File: src/rtl/ocp_pkg.sv
package ocp_pkg;

  // An over-current report counts only when the pin is protected, strongly
  // driven, configured as an output, sourcing (data high) and not stopped.
  function automatic logic ocp_qualify(input logic ocd_s,
                                       input logic en,
                                       input logic full,
                                       input logic dir,
                                       input logic data,
                                       input logic stop);
    return ocd_s & en & full & dir & data & ~stop;
  endfunction

  // Next value of a sticky flag: a new event wins over a clear.
  function automatic logic ocp_flag_next(input logic cur,
                                         input logic evt,
                                         input logic clr);
    return evt | (cur & ~clr);
  endfunction

endpackage

File: src/rtl/ocp_sync.sv
module ocp_sync #(
  parameter int WIDTH  = 2,
  parameter int STAGES = 2
) (
  input  logic             clk,
  input  logic             rst_n,
  input  logic [WIDTH-1:0] d_in,
  output logic [WIDTH-1:0] d_out
);
  logic [WIDTH-1:0] stage_q [STAGES];

  for (genvar s = 0; s < STAGES; s++) begin : g_stage
    if (s == 0) begin : g_first
      always_ff @(posedge clk or negedge rst_n) begin
        if (!rst_n) stage_q[0] <= '0;
        else        stage_q[0] <= d_in;
      end
    end else begin : g_next
      always_ff @(posedge clk or negedge rst_n) begin
        if (!rst_n) stage_q[s] <= '0;
        else        stage_q[s] <= stage_q[s-1];
      end
    end
  end

  assign d_out = stage_q[STAGES-1];
endmodule

File: src/rtl/ocp_pin_monitor.sv
module ocp_pin_monitor
  import ocp_pkg::*;
(
  input  logic clk,
  input  logic rst_n,
  input  logic ocd_s,
  input  logic en,
  input  logic full,
  input  logic dir,
  input  logic data,
  input  logic stop,
  input  logic clr,
  output logic det,
  output logic flag,
  output logic pin
);
  logic flag_q;

  assign det = ocp_qualify(ocd_s, en, full, dir, data, stop);

  always_ff @(posedge clk or negedge rst_n) begin
    if (!rst_n) flag_q <= 1'b0;
    else        flag_q <= ocp_flag_next(flag_q, det, clr);
  end

  assign flag = flag_q;
  // Force low in the detection cycle itself and for as long as the flag holds.
  assign pin  = data & ~(flag_q | det);
endmodule

File: src/rtl/ocp_irq.sv
module ocp_irq #(
  parameter int N_PINS = 2
) (
  input  logic              clk,
  input  logic              rst_n,
  input  logic [N_PINS-1:0] flag,
  input  logic [N_PINS-1:0] en,
  output logic              irq
);
  logic irq_q;

  always_ff @(posedge clk or negedge rst_n) begin
    if (!rst_n) irq_q <= 1'b0;
    else        irq_q <= |(flag & en);
  end

  assign irq = irq_q;
endmodule

File: src/rtl/ocp_ctrl.sv
module ocp_ctrl #(
  parameter int N_PINS      = 2,
  parameter int SYNC_STAGES = 2
) (
  input  logic              clk,
  input  logic              rst_n,
  input  logic              stop_mode,
  input  logic [N_PINS-1:0] prot_en,
  input  logic [N_PINS-1:0] full_drv,
  input  logic [N_PINS-1:0] dir_out,
  input  logic [N_PINS-1:0] out_data,
  input  logic [N_PINS-1:0] ocd_in,
  input  logic [N_PINS-1:0] irq_en,
  input  logic              clr_we,
  input  logic [N_PINS-1:0] clr_data,
  output logic [N_PINS-1:0] pin_out,
  output logic [N_PINS-1:0] ocif,
  output logic              irq
);
  logic [N_PINS-1:0] ocd_sync;
  logic [N_PINS-1:0] det_evt;
  logic [N_PINS-1:0] clr_hit;

  assign clr_hit = clr_data & {N_PINS{clr_we}};

  ocp_sync #(.WIDTH(N_PINS), .STAGES(SYNC_STAGES)) i_sync (
    .clk   (clk),
    .rst_n (rst_n),
    .d_in  (ocd_in),
    .d_out (ocd_sync)
  );

  for (genvar p = 0; p < N_PINS; p++) begin : g_pin
    ocp_pin_monitor i_mon (
      .clk   (clk),
      .rst_n (rst_n),
      .ocd_s (ocd_sync[p]),
      .en    (prot_en[p]),
      .full  (full_drv[p]),
      .dir   (dir_out[p]),
      .data  (out_data[p]),
      .stop  (stop_mode),
      .clr   (clr_hit[p]),
      .det   (det_evt[p]),
      .flag  (ocif[p]),
      .pin   (pin_out[p])
    );
  end

  ocp_irq #(.N_PINS(N_PINS)) i_irq (
    .clk   (clk),
    .rst_n (rst_n),
    .flag  (ocif),
    .en    (irq_en),
    .irq   (irq)
  );
endmodule

File: config.mk
export PLATFORM = sky130hd
export DESIGN_NAME = ocp_ctrl
export DESIGN_NICKNAME = d
export VERILOG_FILES = /design/src/rtl/ocp_pkg.sv /design/src/rtl/ocp_sync.sv /design/src/rtl/ocp_pin_monitor.sv /design/src/rtl/ocp_irq.sv /design/src/rtl/ocp_ctrl.sv
export SDC_FILE = /design/constraint.sdc
export NUM_CORES = 1
export LEC_CHECK = 0
export BUFFER_PORTS_ARGS = -buffer_cell sky130_fd_sc_hd__clkbuf_2
export CORE_AREA = 2 2 39 41
export DETAILED_ROUTE_END_ITERATION = 6
export DIE_AREA = 0 0 41 43
export PLACE_DENSITY_LB_ADDON = 0.12
export SLEW_MARGIN = 5
export SYNTH_ARGS = -nofsm -noshare
export SYNTH_HDL_FRONTEND = slang
export SYNTH_SLANG_ARGS = --single-unit
export TNS_END_PERCENT = 20
File: constraint.sdc
create_clock -name clk -period 1.9 [get_ports clk]
set_input_delay 0.38 -clock clk [delete_from_list [all_inputs] [get_ports clk]]
set_output_delay 0.38 -clock clk [all_outputs]
set_load 0.02 [all_outputs]
==> results of run 1 <==
[per-layer routing]
| layer | vias to the layer above | part of all wire | track usage |
|---|---|---|---|
| met3 | 0 | 0.14 | 0.0314 |
| met5 | - | 0 | 0 |
| met4 | 0 | 0 | 0.0600 |
| li1 | 123 | - | - |
| met1 | 101 | 0.41 | 0.0757 |
| met2 | 17 | 0.45 | 0.131 |
[stage by stage]
stage	worst slack (ps)	utilization
2_1_floorplan	524	-
3_3_place_gp	405	0.288
3_5_place_dp	396	0.288
4_1_cts	277	0.314
5_1_grt	214	0.314
6_report	301	0.314
[flip-flops by register name, summed over array words and instances, names as in the netlist]
signal and flops:
g_pin.i_mon.flag 2, i_irq.irq 1, i_sync.d_out 2, i_sync.stage_q 2
[logic make-up after synthesis]
logic type | Yosys count | share of synthesized area
flip-flops | 7 | 0.588
buffers and inverters | 6 | 0.126
AO/OA/AOI/OAI | 5 | 0.193
AND/OR/NAND/NOR | 4 | 0.0924
[synthesized netlist by cell type]
cell type	instances
a211oi_2	1
inv_1	2
buf_4	4
and4b_1	2
a22o_1	1
dfrtp_1	7
nand2_1	2
a32o_2	1
a32o_1	1
a311oi_2	1
[path summary, 6_finish.rpt]
| kind | to | slack (ps) | cells past startpoint |
|---|---|---|---|
| hold / removal | i_sync.stage_q[3] | 240 | 1 |
| setup reg to reg | g_pin[0].i_mon.flag | 950 | 2 |
| min in group asynchronous | g_pin[0].i_mon.flag | 500 | 2 |
| setup / recovery | pin_out[0] | 300 | 3 |
| hold reg to reg | i_sync.d_out[0] | 350 | 0 |
| max in group asynchronous | g_pin[1].i_mon.flag | 1230 | 2 |
[where the power goes]
group          internal, W   total, W  leakage [nW]  switching, W
sequential        0.000157   0.000161        0.0878    0.00000405
combinational    0.0000241  0.0000467         0.143     0.0000226
clock            0.0000798   0.000129        0.0150     0.0000490
[cell type report]
class / count / area, µm²
fill: 157 / 950
inverter: 2 / 7.51
timing repair buffer: 23 / 120
tap: 16 / 20.0
sequential: 7 / 175
clock buffer: 4 / 26.3
multi-input combinational: 9 / 85.1
==> results by stage, run 1 <==
Run status:
- The flow ran to the end, and the final reports show no timing, DRC or antenna violations.

Synth:
- The instance count of the mapped netlist is 22.
- The total of warnings raised by yosys is 0.
- The count of cell types in the netlist is 10.
- The synthesized design contains 7 register bits.
- The net count after synthesis is 40.
- By area the synthesized netlist is led by dfrtp_1, buf_4, and4b_1.
- The sequential element share of the synthesized area is 0.588.
- After synthesis, the mean cell area works out to 13.5 µm².
- The share of synthesized area in the top cell type comes to 0.588.
- The synthesized design spends more area on one cell type than any other, namely dfrtp_1.
- In this run the cell area of the synthesized design comes to approximately 300 µm².

Critical path:
- The critical path class is register to output port.
- The largest fanout on the critical path is 2.
- On the critical path the largest part of the delay comes from flip-flops.
- Data on the critical path is required at its endpoint by about 1500 ps.
- The startpoint identified for the worst register-to-register timing path is i_sync.d_out[0].
- The arrival time at the worst endpoint is between 1000 and 1500 ps.
- The number of buffers and inverters on the critical path is 1.
- Walking the worst path, the cells encountered are and4b_1 > a211oi_2 > clkbuf_2.
- The startpoint of the most critical setup path is i_sync.d_out[0].
- For this run, the slowest stage of the critical path takes ~350 ps.
- The sort of element at the start of the critical path is a register.
- The slowest cell on the critical path is dfrtp_1.
- STA classifies the critical path endpoint as an output port.

Placement:
- The placer's final routability congestion estimate is between 0.5 and 0.6.
- The placed instances occupy a cell area of between 300 and 400 µm².
- Once placement completed, the tool counted placed cells totaling 56.
- The number of buffers inserted by port buffering is 22.

Finish:
- The synthesis-to-layout area growth is 45.8%.
- The layout cell share with drive strength beyond 1 is 0.622.
- For this run, the post-layout net count is 64.
- The library cells used most frequently in the layout, excluding fill and tap cells, are clkbuf_2, dfrtp_1, clkbuf_4.
- The post-route non-filler standard cell count is 61.
- 0 antenna diodes ended up in the layout.
- Once layout is done, the placed cells without fillers occupy approximately 430 µm².
- The most common library cell in the layout ignoring fill and taps is clkbuf_2.

CTS:
- Buffers inserted to repair hold after CTS numbered 1.
- The clock sink count is 7.
- The clock input transition at the sequential cells of the worst setup and hold paths is approximately 50 ps.
- The number of buffers added for setup after CTS is 0.
- The number of instances resized during post-cts repair is 0.
- The number of CTS-inserted buffers is 3.
- The clock tree from TritonCTS is yes.
- The maximum level of the CTS H-tree is 1.
- The maximum clock path buffer count is 2.
- The clock latency reported for the late side of the worst-skew pair is 240 ps.
- The root buffer selected by CTS is clkbuf_4.

Global routing:
- Entering global routing, the biggest net connects 8 pins.
- The total overflow left after global routing is 0.
- The overall global routing resource usage is 0.0809.
- The via count of the first global-routing pass was between 200 and 300.
- The number of antenna violations at the first check in global routing is 0.
- The global-route wire length before repair is about 900 µm.

STA:
- The number of failing hold endpoints at the final stage is 0.
- After routing, the total negative slack on setup checks comes to 0 ps.
- The final critical delay including setup and external delays is around 1600 ps.
- Setup repair after global routing left no endpoint under its margin.
- The maximum clock rate is around 630 MHz.
- The setup-violating endpoint count in the final report is 0.
- The part of the cycle the worst path needs is 0.842.
- The final setup skew is between 0.2 and 0.3 ps.
- The hold slack is 242 ps.
- In this run the tightest slew margin relative to its limit is 0.879.
- For the pin with the worst max-slew slack, the measured transition is 181 ps.
- The final count of pins violating max slew is 0.

Floorplanning:
- The core region is roughly 0.0014 mm².
- The die is ~41 µm wide.
- The number of primary I/O pins is 23.
- The initial utilization of the core area, before any placement, comes to 0.215.
- The standard-cell row count is 14.
- The die covers roughly 0.0018 mm².
- The height of the chip is between 40 and 50 µm.

Power and ir drop:
- The static leakage power is about 0.25 nW.
- The worst-case IR drop observed on VDD is 231 µV.
- The power consumption is ~0.00034 W.
- Dividing total power by cell area gives a power density of slightly below 800 mW/mm².

Route:
- The detailed router finished its first iteration with 0 violations.
- The routed via count divided by cell count is between 3 and 4.
- The number of remaining DRC errors is 0.
- For this run, the detailed router's first-pass iteration total came to 1.
- After detailed routing, the average wire length per cell comes to about 10 µm.
- The routed design has approximately 600 µm of wire.
- The routed layout has around 240 vias.
- The residual antenna-violating net count after detailed routing is 0.

Job:
- Max-cap violations in this run came to 0.

Min path:
- The type of the tightest min-delay check is primary input to register.
- The start point of the worst hold path is ocd_in[1].
Power figures use the tool's default switching activity.
==> run 2, diff against run 1 <==
clock period = 1.46 ns   (was 1.9 ns; I/O delays follow)
==> run 2 against run 1 <==
Net effect:
- final cell count unchanged
- clock skew did not move
- count of clock-buffer cells in the layout did not move
- combinational power is 32% higher
- worst hold slack got worse by 88 ps
- die area unchanged
- setup slack lost 260 ps
- clock power is 30% higher
- register-to-register slack got worse by 410 ps
- highest routed layer unchanged
==> results by stage, run 2 (synthesis results as in run 1) <==
Run status:
- The run finished with clean final reports.

Critical path:
- The arrival time at the worst endpoint is 1130 ps (-90 ps).
- The critical path class is register to output port.
- The sort of element at the start of the critical path is a register.
- The worst setup path is captured at an output port.
- The largest fanout on the critical path is 2 (unchanged).
- The data required time at the worst endpoint is 1170 ps (-350 ps).

Global routing:
- The pin count of the biggest net entering global routing is 8 (unchanged).
- The overall global routing resource usage is 0.0809 (unchanged).
- The via count of the first global-routing pass is 254 (unchanged).
- The global-route wire length before repair is 903 µm (unchanged).
- The sum of overflow across all layers after global routing is 0 (unchanged).
- The number of antenna violations at the first check in global routing is 0 (unchanged).

STA:
- In the finished design, the share of the clock period the worst path needs comes to 0.974.
- The number of failing hold endpoints at the final stage is 0 (unchanged).
- For the finished layout, the period the worst path requires is 1420 ps.
- Setup repair after global routing could not meet its margin everywhere.
- The setup-violating endpoint count in the final report came to 0 (unchanged).
- The final count of pins violating max slew was 0 (unchanged).
- The final setup skew came to 0.294 ps (unchanged).
- The hold slack came to 154 ps (-88.0 ps).
- The relative max-transition margin came to 0.879 (unchanged).
- Based on the critical path, the design can be clocked at up to 703 MHz.
- The worst-margin pin slew came to 181 ps (unchanged).
- The sum of negative setup slack is 0 ps (unchanged).

Finish:
- The final cell utilization of the core is 0.316 (+0.00181).
- The layout cell share with drive strength beyond 1 is 0.622 (unchanged).
- The number of antenna repair diodes was 0 (unchanged).
- Leaving out fill and tap cells, the most frequent cells in the layout are clkbuf_2, dfrtp_1, clkbuf_4.
- The post-layout instance area was 437 µm² (+0.58%).
- The synthesis-to-layout area growth is 46.6%.
- The library cell used most frequently in the layout, excluding fill and tap cells, is clkbuf_2.
- The post-layout net count is 64 (unchanged).

CTS:
- The maximum clock path buffer count is 2 (unchanged).
- The clock input transition at the sequential cells of the worst setup and hold paths is 50 ps (about the same).
- The number of CTS-inserted buffers was 3 (unchanged).
- The clock sink count is 7 (unchanged).
- The clock tree from TritonCTS is yes.
- The maximum level of the CTS H-tree is 1 (unchanged).
- The root buffer cell chosen for the clock tree is clkbuf_4.
- The clock latency reported for the late side of the worst-skew pair is 240 ps (about the same).

Route:
- The number of vias in the routed layout came to 240 (-0.41%).
- The iteration-0 DRC count of the detailed router is 0 (unchanged).
- The routed via count divided by cell count came to 3.93 (-0.41%).
- The number of remaining DRC errors is 0 (unchanged).
- The number of optimization iterations in the first detailed-route pass is 1 (unchanged).
- The residual antenna-violating net count after detailed routing was 0 (unchanged).
- The total length of routed wires is 607 µm (-0.49%).
- The mean routed wirelength per cell is 9.95 µm (-0.49%).

Floorplanning:
- The standard cell core area is 0.00138 mm² (unchanged).
- The height of the chip is 43 µm (unchanged).
- The initial cell density of the core is 0.215 (unchanged).
- The die outline width is 41 µm (unchanged).
- The number of primary I/O pins is 23 (unchanged).
- The area enclosed by the die boundary is 0.00176 mm² (unchanged).
- The standard-cell row count is 14 (unchanged).

Job:
- The max-capacitance violation count is 0 (unchanged).

Placement:
- The placer's final routability congestion estimate is 0.511 (unchanged).
- The instance area at placement is 398 µm² (unchanged).
- The number of buffers inserted by port buffering is 22 (unchanged).

Power and ir drop:
- The static leakage power is 0.246 nW (+0.23%).
- The worst voltage drop across the vdd grid is 301 µV (+30%).
- The ratio of total power to cell area is 1000 mW/mm² (+30%).
- The power consumption is 0.000438 W (+30%).

Min path:
- In this run the worst hold path is classified as primary input to register.
-- run 2: repair_timing --
item,in CTS,in global routing
setup endpoints to repair,1,2
hold buffers,1,0
pin swaps,2,0
buffers inserted,0,0
hold endpoints to repair,7,0
gates resized for setup,1,2
-- run 2: worst max-delay path, cell delays in order, from the launching register on --
cell and delay, ps:
dfrtp_1 350, and4b_1 190, a211oi_2 180, buf_4 170
-- run 2: final timing paths --
check                      slack, ps  cells past startpoint               from                   to
min reg2reg                      350                      0  i_sync.stage_q[2]      i_sync.d_out[0]
max reg2reg                      540                      2    i_sync.d_out[0]  g_pin[0].i_mon.flag
max                               40                      3    i_sync.d_out[0]           pin_out[0]
max in group asynchronous        880                      2              rst_n  g_pin[1].i_mon.flag
min in group asynchronous        410                      2              rst_n  g_pin[0].i_mon.flag
min                              150                      1          ocd_in[1]    i_sync.stage_q[3]
-- run 2: report_power, final --
| part | switching (W) | total [W] | leakage [nW] | internal (W) |
|---|---|---|---|---|
| registers | 0.00000526 | 0.000209 | 0.0878 | 0.000204 |
| clock network | 0.0000638 | 0.000168 | 0.0150 | 0.000104 |
| logic | 0.0000292 | 0.0000617 | 0.143 | 0.0000325 |
-- run 2: cell type report --
type,count,area [µm²]
Tap cell,16,20.0
Inverter,2,7.51
Timing Repair Buffer,23,123
Multi-Input combinational cell,9,85.1
Clock buffer,4,26.3
Fill cell,156,947
Sequential cell,7,175
-- run 2: per-layer routing --
layer,vias to the layer above,track usage,share of wire
li1,123,-,-
met4,0,0.0600,0
met2,17,0.131,0.45
met3,0,0.0314,0.14
met5,-,0,0
met1,100,0.0757,0.40
-- run 2: through the flow --
| step | setup slack (ps) | cells |
|---|---|---|
| final | 37.9 | 61 |
| after global routing | -46.2 | 61 |
| after CTS | -9.46 | 61 |
| after detailed placement | 132 | 56 |
| after global placement | 141 | 56 |
| after floorplan | 260 | 22 |
==> run 3, diff against run 2 <==
SYNTH_HIERARCHICAL = 1   (was unset)
==> run 3 against run 2 <==
Net effect:
- setup slack better by 120 ps
- final cell count is 3.3% higher
- first-iteration DRC count is 2 higher
- maximum frequency is 9.4% higher
- utilization is 0.63 points lower
- sequential power hardly changed
- sequential share of layout area is 0.82 points higher
- final area is 2.0% lower
- global-route usage is 0.093 points lower
- synthesized cell count stayed put
- count of clock-buffer cells in the layout stayed put
- non-clock buffer count stayed put
- critical endpoint unchanged
==> results by stage, run 3 <==
Placement:
- The number of placed instances, taps included is 58 (+3.6%).
- The post-placement worst setup slack was 233 ps (+101 ps).
- The placer's final routability congestion estimate is 0.569 (+11%).
- The number of buffers inserted by port buffering is 22 (unchanged).
- The instance area at placement was 392 µm² (-1.6%).

Synth:
- The netlist area before placement is 277 µm² (-7.1%).
- The average instance area after synthesis is 12.6 µm² (-7.1%).
- The instance count of the mapped netlist is 22 (unchanged).
- The total of warnings raised by yosys was 6 (+6).
- The net count after synthesis is 40 (unchanged).

Critical path:
- The largest fanout on the critical path came to 3 (+1).
- The critical path starts at g_pin[0].i_mon/flag.
- In this run the critical register-to-register path is launched from g_pin[0].i_mon/flag.
- The data required time at the worst endpoint is 1170 ps (about the same).
- On the critical path, the stage with the largest delay is an instance of dfrtp_1.
- The maximum single-stage delay on the critical path came to 390 ps (+40 ps).
- The worst-case reg-to-reg path depth came to 1 (-1).
- The setup slack of the most critical reg-to-reg path was 720 ps (+180 ps).
- The sort of element at the start of the critical path is a register.
- The worst setup path is captured at an output port.
- The capturing point of the worst reg2reg path is i_irq/irq.
- The setup path with the least slack is of type register to output port.
- The arrival time at the worst endpoint is 1010 ps (-120 ps).
- The signal on the critical path passes through inv_1 > o211a_1 > clkbuf_2.

CTS:
- The cts-stage hold buffer count is 1 (unchanged).
- The maximum clock path buffer count is 2 (unchanged).
- The clock latency reported for the late side of the worst-skew pair is 240 ps (about the same).
- The number of buffers added for setup after CTS was 0 (unchanged).
- The number of instances resized during post-cts repair is 0 (-1).
- The clock input transition at the sequential cells of the worst setup and hold paths was 50 ps (about the same).
- The clock tree from TritonCTS is yes.
- The maximum level of the CTS H-tree is 1 (unchanged).
- The number of CTS-inserted buffers is 3 (unchanged).
- The clock sink count is 7 (unchanged).
- The tree is rooted in a clkbuf_4.

Finish:
- The post-layout instance area is 428 µm² (-2.0%).
- The number of antenna repair diodes is 0 (unchanged).
- The final-layout fill cell count is 161 (+3.2%).
- The library cells used most frequently in the layout, excluding fill and tap cells, are clkbuf_2, dfrtp_1, clkbuf_4.
- The area of combinational cells with multiple inputs was 78.8 µm² (-7.4%).
- The area growth from synthesis to layout is 54.8%.
- The layout cell share with drive strength beyond 1 is 0.532 (-0.0903).
- The storage element area is 175 µm² (unchanged).
- The post-layout net count is 66 (+3.1%).
- Leaving out fill and tap cells, the most frequent cell in the layout is clkbuf_2.
- The post-route non-filler standard cell count came to 63 (+3.3%).

Power and ir drop:
- The ratio of total power to cell area is 1020 mW/mm² (+2.0%).
- The worst voltage drop across the vdd grid is 677 µV (+120%).
- The static leakage power came to 0.234 nW (-4.7%).

Run status:
- The flow ran to the end, and the final reports show no timing, DRC or antenna violations.

STA:
- The maximum clock rate came to 769 MHz (+9.4%).
- The hold slack is 153 ps (-1.57 ps).
- The relative max-transition margin was 0.890 (+0.0112).
- The final setup skew is 0.563 ps (+0.269 ps).
- The least setup slack across all paths after layout is 160 ps (+122 ps).
- The part of the cycle the worst path needs came to 0.890 (-0.0836).
- The final critical delay including setup and external delays is 1300 ps (-122 ps).
- The setup-violating endpoint count in the final report was 0 (unchanged).
- The final count of pins violating max slew came to 0 (unchanged).
- The number of failing hold endpoints at the final stage is 0 (unchanged).
- Setup repair after global routing left no endpoint under its margin.
- The sum of negative setup slack is 0 ps (unchanged).
- The worst-margin pin slew came to 165 ps (-16.8 ps).

Global routing:
- The via count of the first global-routing pass was 253 (-0.39%).
- The overall global routing resource usage is 0.0800 (-0.000930).
- The sum of overflow across all layers after global routing is 0 (unchanged).
- The number of antenna violations at the first check in global routing is 0 (unchanged).
- The global-route wire length before repair is 952 µm (+5.4%).
- The pin count of the biggest net entering global routing was 8 (unchanged).

Floorplanning:
- The number of primary I/O pins came to 23 (unchanged).
- The standard-cell row count is 14 (unchanged).
- The standard cell core area is 0.00138 mm² (unchanged).
- The height of the chip is 43 µm (unchanged).
- The area enclosed by the die boundary came to 0.00176 mm² (unchanged).
- The initial cell density of the core is 0.200 (-0.0154).
- The die outline width is 41 µm (unchanged).

Route:
- The iteration-0 DRC count of the detailed router is 2 (+2).
- The number of vias in the routed layout is 257 (+7.1%).
- The number of optimization iterations in the first detailed-route pass is 2 (+1).
- The mean routed wirelength per cell is 9.51 µm (-4.5%).
- The number of remaining DRC errors was 0 (unchanged).
- The total length of routed wires came to 599 µm (-1.3%).
- The routed via count divided by cell count is 4.08 (+3.7%).
- The residual antenna-violating net count after detailed routing was 0 (unchanged).

Job:
- The max-capacitance violation count is 0 (unchanged).

Min path:
- The capture endpoint of the worst hold path is i_sync/stage_q[3].
- The type of the tightest min-delay check is primary input to register.
- The worst hold path begins at ocd_in[1].
- The worst hold path stage count came to 1 (unchanged).
-- run 3: per-stage QoR --
stage          utilization  power [W]
2_1_floorplan            -   0.000240
3_3_place_gp         0.283   0.000272
3_5_place_dp         0.283   0.000273
4_1_cts              0.309   0.000453
5_1_grt              0.309   0.000471
6_report             0.309   0.000438
-- run 3: layer usage --
layer	part of all wire	track usage	vias up
met5	0	0	-
met3	0.12	0.0628	0
met2	0.50	0.128	11
li1	-	-	128
met4	0	0	0
met1	0.37	0.0858	118
-- run 3: layout make-up --
cell class	instances	area share
clock buffer	4	0.0614
multi-input combinational	11	0.184
inverter	2	0.0175
sequential	7	0.409
timing repair buffer	23	0.281
tap	16	0.0468
-- run 3: worst max-delay path by stage --
stage	depth (start not counted)	slack, ps	endpoint
3_5_place_dp	4	230	pin_out[1]
6_report	3	160	pin_out[0]
3_3_place_gp	4	240	pin_out[0]
4_1_cts	3	140	pin_out[0]
2_1_floorplan	2	400	pin_out[0]
5_1_grt	3	70	pin_out[0]
-- run 3: critical path: cells and delay by family, from the launching register on --
| family | cells | cell delay (ps) |
|---|---|---|
| flops | 1 | 390 |
| compound gates | 1 | 140 |
| buf+inv | 2 | 240 |
-- run 3: power by group --
group	internal [W]	leakage [nW]	switching, W	total (W)
Clock	0.000104	0.0150	0.0000638	0.000168
Combinational	0.0000324	0.132	0.0000305	0.0000629
Sequential	0.000204	0.0878	0.00000364	0.000208
Total	0.000340	0.234	0.0000980	0.000438
